$ cat config.mk
export PLATFORM = sky130hd
export DESIGN_NAME = mxbus_slave
export DESIGN_NICKNAME = d
export VERILOG_FILES = /design/src/rtl/mxbus_pkg.sv /design/src/rtl/mxbus_latch.sv /design/src/rtl/mxbus_decode.sv /design/src/rtl/mxbus_regfile.sv /design/src/rtl/mxbus_slave.sv
export SDC_FILE = /design/constraint.sdc
export NUM_CORES = 1
export LEC_CHECK = 0
export BUFFER_PORTS_ARGS = -buffer_cell sky130_fd_sc_hd__buf_4
export CAP_MARGIN = 20
export CELL_PAD_IN_SITES_DETAIL_PLACEMENT = 2
export CELL_PAD_IN_SITES_GLOBAL_PLACEMENT = 2
export CORE_AREA = 4 4 162 164
export CTS_CLUSTER_SIZE = 16
export DETAILED_ROUTE_END_ITERATION = 7
export DIE_AREA = 0 0 166 168
export GPL_ROUTABILITY_DRIVEN = 0
export HOLD_SLACK_MARGIN = 0.12
export PLACE_DENSITY_LB_ADDON = 0.1
export SLEW_MARGIN = 20
export SYNTH_ARGS = -nofsm -noshare
export SYNTH_HDL_FRONTEND = slang
export SYNTH_SLANG_ARGS = --single-unit
$ cat constraint.sdc
create_clock -name clk -period 7.6 [get_ports clk]
set_input_delay 1.9 -clock clk [delete_from_list [all_inputs] [get_ports clk]]
set_output_delay 1.9 -clock clk [all_outputs]
set_load 0.05 [all_outputs]
$ cat src/rtl/mxbus_pkg.sv
`timescale 1ns/1ps
package mxbus_pkg;

    typedef enum logic [2:0] {
        KIND_NONE    = 3'd0,
        KIND_FETCH   = 3'd1,
        KIND_MREAD   = 3'd2,
        KIND_MWRITE  = 3'd3,
        KIND_IOREAD  = 3'd4,
        KIND_IOWRITE = 3'd5
    } kind_e;

    typedef struct packed {
        logic        io;
        kind_e       kind;
        logic [15:0] addr;
    } cyc_t;

    function automatic kind_e classify(input logic io, input logic [1:0] st);
        kind_e k;
        case ({io, st})
            3'b011:  k = KIND_FETCH;
            3'b010:  k = KIND_MREAD;
            3'b001:  k = KIND_MWRITE;
            3'b110:  k = KIND_IOREAD;
            3'b101:  k = KIND_IOWRITE;
            default: k = KIND_NONE;
        endcase
        return k;
    endfunction

    function automatic logic is_read(input kind_e k);
        return (k == KIND_FETCH) || (k == KIND_MREAD) || (k == KIND_IOREAD);
    endfunction

    function automatic logic is_write(input kind_e k);
        return (k == KIND_MWRITE) || (k == KIND_IOWRITE);
    endfunction

endpackage

$ cat src/rtl/mxbus_latch.sv
`timescale 1ns/1ps
module mxbus_latch
    import mxbus_pkg::*;
(
    input  logic       clk,
    input  logic       rst,
    input  logic       addr_latch,
    input  logic [7:0] bus_in,
    input  logic [7:0] addr_upper,
    input  logic       io_space,
    input  logic [1:0] cyc_status,
    output cyc_t       cur
);

    always_ff @(posedge clk) begin
        if (rst) begin
            cur <= '{io: 1'b0, kind: KIND_NONE, addr: 16'h0000};
        end else if (addr_latch) begin
            cur <= '{io: io_space,
                     kind: classify(io_space, cyc_status),
                     addr: {addr_upper, bus_in}};
        end
    end

    // the low byte comes from the shared lines during the strobe
    assert_low_capture_R2: assert property (@(posedge clk) disable iff (rst)
        addr_latch |=> (cur.addr[7:0] == $past(bus_in)));

    // nothing moves while the strobe is low
    assert_hold_R2: assert property (@(posedge clk) disable iff (rst)
        !addr_latch |=> $stable(cur));

    // the upper byte is taken with the low byte
    assert_upper_capture_R3: assert property (@(posedge clk) disable iff (rst)
        addr_latch |=> (cur.addr[15:8] == $past(addr_upper)));

    // a space flag of 1 never yields a memory kind
    assert_space_kind_R4: assert property (@(posedge clk) disable iff (rst)
        cur.io |-> (cur.kind == KIND_NONE || cur.kind == KIND_IOREAD ||
                    cur.kind == KIND_IOWRITE));

endmodule

$ cat src/rtl/mxbus_decode.sv
`timescale 1ns/1ps
module mxbus_decode
    import mxbus_pkg::*;
#(
    parameter logic [15:0] MEM_BASE  = 16'h4000,
    parameter int unsigned MEM_WORDS = 16,
    parameter logic [7:0]  IO_BASE   = 8'h80,
    parameter int unsigned IO_WORDS  = 8,
    localparam int unsigned DEPTH    = MEM_WORDS + IO_WORDS,
    localparam int unsigned IDX_W    = $clog2(DEPTH)
) (
    input  logic             clk,
    input  logic             rst,
    input  cyc_t             cur,
    output logic             hit,
    output logic [IDX_W-1:0] idx
);

    localparam logic [16:0] MEM_LO = {1'b0, MEM_BASE};
    localparam logic [16:0] MEM_HI = {1'b0, MEM_BASE} + 17'(MEM_WORDS);
    localparam logic [8:0]  IO_LO  = {1'b0, IO_BASE};
    localparam logic [8:0]  IO_HI  = {1'b0, IO_BASE} + 9'(IO_WORDS);

    logic        mem_in, io_in;
    logic [15:0] mem_off;
    logic [7:0]  io_off;

    always_comb begin
        mem_in  = ({1'b0, cur.addr} >= MEM_LO) && ({1'b0, cur.addr} < MEM_HI);
        io_in   = ({1'b0, cur.addr[7:0]} >= IO_LO) && ({1'b0, cur.addr[7:0]} < IO_HI);
        mem_off = cur.addr - MEM_BASE;
        io_off  = cur.addr[7:0] - IO_BASE;
        hit     = (cur.kind != KIND_NONE) && (cur.io ? io_in : mem_in);
        idx     = cur.io ? (IDX_W'(MEM_WORDS) + IDX_W'(io_off)) : IDX_W'(mem_off);
    end

    // a hit always lands inside the storage
    assert_idx_range_R11: assert property (@(posedge clk) disable iff (rst)
        hit |-> (int'(idx) < DEPTH));

    // I/O hits land in the I/O bank, memory hits in the memory bank
    assert_bank_R5: assert property (@(posedge clk) disable iff (rst)
        hit |-> (cur.io == (int'(idx) >= MEM_WORDS)));

endmodule

$ cat src/rtl/mxbus_regfile.sv
`timescale 1ns/1ps
module mxbus_regfile
    import mxbus_pkg::*;
#(
    parameter int unsigned DEPTH = 24,
    localparam int unsigned IDX_W = $clog2(DEPTH)
) (
    input  logic             clk,
    input  logic             rst,
    input  kind_e            kind,
    input  logic             hit,
    input  logic [IDX_W-1:0] idx,
    input  logic             rd_strobe_n,
    input  logic             wr_strobe_n,
    input  logic [7:0]       bus_in,
    output logic [7:0]       bus_out,
    output logic             bus_oe
);

    logic       wr_q;
    logic [7:0] wdata_q;
    logic       we;
    logic [7:0] regs [DEPTH];
    logic [7:0] rd_byte;

    always_ff @(posedge clk) begin
        if (rst) begin
            wr_q    <= 1'b1;
            wdata_q <= '0;
        end else begin
            wr_q <= wr_strobe_n;
            if (!wr_strobe_n) wdata_q <= bus_in;
        end
    end

    assign we = wr_strobe_n && !wr_q && hit && is_write(kind);

    for (genvar i = 0; i < DEPTH; i++) begin : g_ent
        logic [7:0] q;
        always_ff @(posedge clk) begin
            if (rst) q <= '0;
            else if (we && (idx == IDX_W'(i))) q <= wdata_q;
        end
        assign regs[i] = q;
    end

    always_comb begin
        rd_byte = '0;
        for (int j = 0; j < DEPTH; j++) begin
            if (idx == IDX_W'(j)) rd_byte = regs[j];
        end
        bus_oe  = !rd_strobe_n && hit && is_read(kind);
        bus_out = bus_oe ? rd_byte : 8'h00;
    end

    // driving only while the read strobe is low
    assert_oe_strobe_R6: assert property (@(posedge clk) disable iff (rst)
        bus_oe |-> !rd_strobe_n);

    // never driving during a write cycle
    assert_oe_not_write_R6: assert property (@(posedge clk) disable iff (rst)
        bus_oe |-> !is_write(kind));

    // out-of-window cycles leave the lines alone
    assert_oe_window_R9: assert property (@(posedge clk) disable iff (rst)
        !hit |-> !bus_oe);

    // a store follows a clock that saw the write strobe low
    assert_store_after_low_R8: assert property (@(posedge clk) disable iff (rst)
        we |-> $past(!wr_strobe_n));

endmodule

$ cat src/rtl/mxbus_slave.sv
`timescale 1ns/1ps
module mxbus_slave
    import mxbus_pkg::*;
#(
    parameter logic [15:0] MEM_BASE  = 16'h4000,
    parameter int unsigned MEM_WORDS = 16,
    parameter logic [7:0]  IO_BASE   = 8'h80,
    parameter int unsigned IO_WORDS  = 8
) (
    input  logic        clk,
    input  logic        rst,
    input  logic [7:0]  bus_in,
    output logic [7:0]  bus_out,
    output logic        bus_oe,
    input  logic [7:0]  addr_upper,
    input  logic        addr_latch,
    input  logic        io_space,
    input  logic [1:0]  cyc_status,
    input  logic        rd_strobe_n,
    input  logic        wr_strobe_n,
    output logic [2:0]  cyc_kind,
    output logic [15:0] cyc_addr,
    output logic        cyc_io,
    output logic        cyc_hit
);

    localparam int unsigned DEPTH = MEM_WORDS + IO_WORDS;
    localparam int unsigned IDX_W = $clog2(DEPTH);

    cyc_t             cur;
    logic             hit;
    logic [IDX_W-1:0] idx;

    mxbus_latch u_latch (
        .clk        (clk),
        .rst        (rst),
        .addr_latch (addr_latch),
        .bus_in     (bus_in),
        .addr_upper (addr_upper),
        .io_space   (io_space),
        .cyc_status (cyc_status),
        .cur        (cur)
    );

    mxbus_decode #(
        .MEM_BASE  (MEM_BASE),
        .MEM_WORDS (MEM_WORDS),
        .IO_BASE   (IO_BASE),
        .IO_WORDS  (IO_WORDS)
    ) u_decode (
        .clk (clk),
        .rst (rst),
        .cur (cur),
        .hit (hit),
        .idx (idx)
    );

    mxbus_regfile #(
        .DEPTH (DEPTH)
    ) u_regfile (
        .clk         (clk),
        .rst         (rst),
        .kind        (cur.kind),
        .hit         (hit),
        .idx         (idx),
        .rd_strobe_n (rd_strobe_n),
        .wr_strobe_n (wr_strobe_n),
        .bus_in      (bus_in),
        .bus_out     (bus_out),
        .bus_oe      (bus_oe)
    );

    assign cyc_kind = cur.kind;
    assign cyc_addr = cur.addr;
    assign cyc_io   = cur.io;
    assign cyc_hit  = hit;

    // no drive on the first clock after reset
    assert_reset_quiet_R1: assert property (@(posedge clk)
        $past(rst) |-> (!bus_oe && cyc_kind == 3'd0 && !cyc_hit));

endmodule

==> Flow_metrics.wiki <==
{| class="wikitable"
! Metric !! Value
|-
| Detail-routed via count per cell || 5.79
|-
| Final period utilization || 0.760
|-
| Effective utilization at floorplan || 0.412
|-
| Average size of a mapped cell || 9.37 sq um
|-
| Fraction of met2 tracks used by global routing || 0.445
|-
| Final Hold Viols || 0
|-
| Primary FF master, synth || sky130_fd_sc_hd__dfxtp_1
|-
| Worst path most repeated cell || sky130_fd_sc_hd__buf_4
|-
| Overall Global Routing Usage || 0.259
|-
| Crit path capture type || primary output
|-
| Max Root-Sink Buffers || 3
|-
| Synthesized area || 10300 sq um
|-
| Level count of the clock H-tree || 1
|-
| Switching power share of the total || 0.251
|-
| Placed inst area || 10800 sq um
|-
| # setup viols final || 0
|-
| CP Data Required Time || 5700 ps
|-
| Cell count after synthesis || 1096
|-
| Critical path cell sequence || buf_4 > and2_1 > o2bb2ai_1 > o211ai_1 > a221oi_1 > o221ai_1 > a31oi_1 > o221a_1 > buf_4
|-
| Capture instance of the worst register-to-register path || u_regfile.g_ent[12].q[2]
|-
| Fin Setup TNS || 0 ps
|-
| Die area || 27900 sq um
|-
| Max Slew Vio Count || 0
|-
| Clock share of power || 0.495
|-
| Clock sink count || 221
|-
| Combinational fraction of design power || 0.079
|-
| Routed wirelength normalized by instance count || 25.3 um
|-
| I/O pins || 54
|-
| Transition time of the tightest slew-check pin || 1080 ps
|-
| WP data arrival || 3880 ps
|-
| Worst setup skew after layout || 9.91 ps
|-
| NumNets Final || 1135
|-
| Core region area || 24900 sq um
|-
| Antenna Diode Count || 0
|-
| Seq pwr share || 0.426
|-
| CP Class || reg -> out
|-
| Status || complete, no violations
|-
| Launching element type of the critical path || register
|-
| Fmax achieved || 0.173 GHz
|-
| Crit path max fanout || 33
|-
| Hold buffer count at cts || 0
|-
| Root Driver || sky130_fd_sc_hd__clkbuf_16
|-
| Worst-case hold path end point || u_regfile.g_ent[17].q[3]
|-
| Count of antenna-violating nets left after detailed routing || 0
|-
| Hold crit path type || reg -> reg
|-
| Number of buffers created by CTS || 26
|-
| GR met3 Demand/Resource || 0.0366
|-
| Die Span X || 166 um
|-
| FF+latch count, synth || 221
|-
| Routing layer with the top usage in global route || met2
|-
| Overall overflow remaining after global route || 0
|-
| Number of port buffers || 53
|-
| Initial antenna violation count || 1
|-
| Worst reg-to-reg path cell count || 8
|-
| Number of detailed-routing iterations run before antenna repair || 7
|-
| Count of vias placed by the detailed router || 8439
|-
| Clock input transition at the sequential cells of the worst setup and hold paths || 60 ps
|-
| Via count of the first global-routing pass || 9195
|-
| Startpoint of the most critical hold path || u_regfile.g_ent[17].q[3]
|-
| Clock tree from TritonCTS || done
|-
| Leakage power || 5.06 nW
|-
| Yosys synthesis warning count || 0
|-
| Hold depth || 2
|-
| Detailed placement HPWL || 24.1 mm
|-
| Portion of synthesized cell area occupied by the leading cell type || 0.431
|-
| Post-synth EDFFs || 0
|-
| Cell internal pwr || 2.09 mW
|-
| Met1 routing resource usage after global routing || 0.343
|-
| Reg2Reg Setup Slack || 4080 ps
|-
| Clock latency on the worst-skew pair || 540 ps
|-
| Die Ht || 168 um
|-
| Utilization after layout || 0.474
|-
| Largest net degree at the start of global routing || 143
|-
| Synth unique cells || 66
|-
| Remaining design rule violation count || 0
|-
| Cell row count || 58
|-
| Global-route wire length before repair || 57.1 mm
|-
| Delay of the slowest cell on the worst path || 720 ps
|-
| Worst supply voltage drop on vdd || 0.000154 V
|-
| Layout cell share with drive strength beyond 1 || 0.144
|-
| Synth top area cells || sky130_fd_sc_hd__dfxtp_1 (43%), sky130_fd_sc_hd__mux2i_1 (23%), sky130_fd_sc_hd__nor2_1 (9.0%)
|-
| Sequential share of the synthesized area || 0.431
|-
| Critical R2R Launch || u_latch.cur[9]
|-
| Reported max-cap violation count || 0
|-
| Critical path's slowest cell || sky130_fd_sc_hd__dfxtp_2
|-
| Power density normalized to cell area || 237 nW/um^2
|-
| CTS-repair resized insts || 0
|-
| Setup repair after global routing missed its margin || no
|-
| P&R area growth vs syn || 14.9%
|-
| Top cell type by total area after synthesis || sky130_fd_sc_hd__dfxtp_1
|-
| Starting DRC count in detailed routing || 491
|-
| Final period demand of the worst path || 5780 ps
|-
| Design Area, Final || 11800 sq um
|-
| Share of async-settable or async-resettable flops after synthesis || 0
|-
| Net count of the mapped netlist || 1124
|-
| Final worst hold slack || 500 ps
|-
| Relative slew slack || 0.274
|-
| Switching power total || 0.700 mW
|-
| Final wirelength || 36.8 mm
|-
| Post CTS Setup Buffer Count || 0
|}
[cells in the mapped netlist, types with 8 or more instances]
cell	instances
sky130_fd_sc_hd__buf_2	15
sky130_fd_sc_hd__nor2_1	247
sky130_fd_sc_hd__o21ai_0	30
sky130_fd_sc_hd__clkbuf_1	58
sky130_fd_sc_hd__nand3_4	10
sky130_fd_sc_hd__dfxtp_1	221
sky130_fd_sc_hd__nor3_1	10
sky130_fd_sc_hd__buf_6	8
sky130_fd_sc_hd__inv_1	11
sky130_fd_sc_hd__mux2i_1	232
sky130_fd_sc_hd__nand2_1	38
sky130_fd_sc_hd__a22oi_1	22
sky130_fd_sc_hd__buf_1	8
sky130_fd_sc_hd__a21oi_1	36
sky130_fd_sc_hd__o22ai_1	8
sky130_fd_sc_hd__mux2_2	8
sky130_fd_sc_hd__and2_1	9
[cell usage in the layout (no fill, tap or decap), types with 6 or more instances in the layout]
cell and count:
sky130_fd_sc_hd__a21oi_1 36, sky130_fd_sc_hd__a221oi_1 6, sky130_fd_sc_hd__a22oi_1 22, sky130_fd_sc_hd__and2_1 9, sky130_fd_sc_hd__buf_4 76, sky130_fd_sc_hd__clkbuf_16 27
sky130_fd_sc_hd__clkbuf_8 9, sky130_fd_sc_hd__clkinv_2 7, sky130_fd_sc_hd__dfxtp_1 219, sky130_fd_sc_hd__inv_1 11, sky130_fd_sc_hd__mux2_2 8, sky130_fd_sc_hd__mux2i_1 232
sky130_fd_sc_hd__mux4_2 6, sky130_fd_sc_hd__nand2_1 38, sky130_fd_sc_hd__nand2b_1 6, sky130_fd_sc_hd__nand3_1 6, sky130_fd_sc_hd__nand3_4 10, sky130_fd_sc_hd__nor2_1 247
sky130_fd_sc_hd__nor3_1 7, sky130_fd_sc_hd__nor4_1 6, sky130_fd_sc_hd__o21ai_0 30, sky130_fd_sc_hd__o22ai_1 8
[critical path, delay by kind of cell, from the launching register on]
| family | cells | cell delay, ps |
|---|---|---|
| compound gates | 6 | 1300 |
| flops | 1 | 720 |
| simple gates | 1 | 530 |
| buf+inv | 2 | 750 |
[flip-flops by register name, summed over array words and instances (netlist names)]
register / cells
u_latch.cur: 20
u_regfile.wr_q: 1
u_regfile.wdata_q: 8
u_regfile.g_ent.q: 192
[routing by layer]
| metal | up-vias | part of all wire |
|---|---|---|
| li1 | 3850 | - |
| met1 | 4345 | 0.44 |
| met2 | 193 | 0.49 |
| met3 | 51 | 0.045 |
| met4 | 0 | 0.025 |
| met5 | - | 0 |
[cell families (layout without fill, tap and decap cells)]
family | after synthesis | in the layout | synth area share
buffers and inverters | 105 | 136 | 0.0469
AO/OA/AOI/OAI | 153 | 153 | 0.0999
flip-flops | 221 | 221 | 0.431
adder cells (fa/ha/maj) | 4 | 4 | 0.00488
XOR/XNOR | 4 | 4 | 0.00341
multiplexers | 246 | 246 | 0.248
AND/OR/NAND/NOR | 363 | 363 | 0.166
[worst max-delay path by stage]
stage	start	to	slack, ps
after floorplan	rd_strobe_n	bus_out[5]	1470
after global placement	rd_strobe_n	bus_out[5]	2060
after detailed placement	rd_strobe_n	bus_out[5]	1980
after CTS	u_latch.cur[0]	bus_out[6]	1730
after global routing	u_latch.cur[0]	bus_out[4]	1650
final	u_latch.cur[0]	bus_out[4]	1820
[power groups by stage]
stage	Sequential (mW)	Clock [mW]	Combinational, mW
after floorplan	1.22	0	0.124
final	1.19	1.38	0.219
after CTS	1.19	1.40	0.218
after global placement	1.21	0	0.212
after global routing	1.19	1.46	0.233
after detailed placement	1.21	0	0.216
[cell type report]
| type | instances | area [sq um] |
|---|---|---|
| inverter | 11 | 41.3 |
| multi-input combinational | 770 | 5380 |
| timing repair buffer | 77 | 584 |
| sequential | 221 | 4430 |
| tap | 330 | 413 |
| clock inverter | 11 | 155 |
| fill | 2676 | 13100 |
| clock buffer | 37 | 793 |
[metrics by stage]
| step | power [mW] | setup WS (ps) | instances |
|---|---|---|---|
| 2_1_floorplan | 1.34 | 1470 | 1096 |
| 3_3_place_gp | 1.43 | 2060 | 1409 |
| 3_5_place_dp | 1.43 | 1980 | 1409 |
| 4_1_cts | 2.81 | 1730 | 1457 |
| 5_1_grt | 2.88 | 1650 | 1457 |
| 6_report | 2.79 | 1820 | 1457 |
Note: power is estimated with default switching activity, not from simulation.
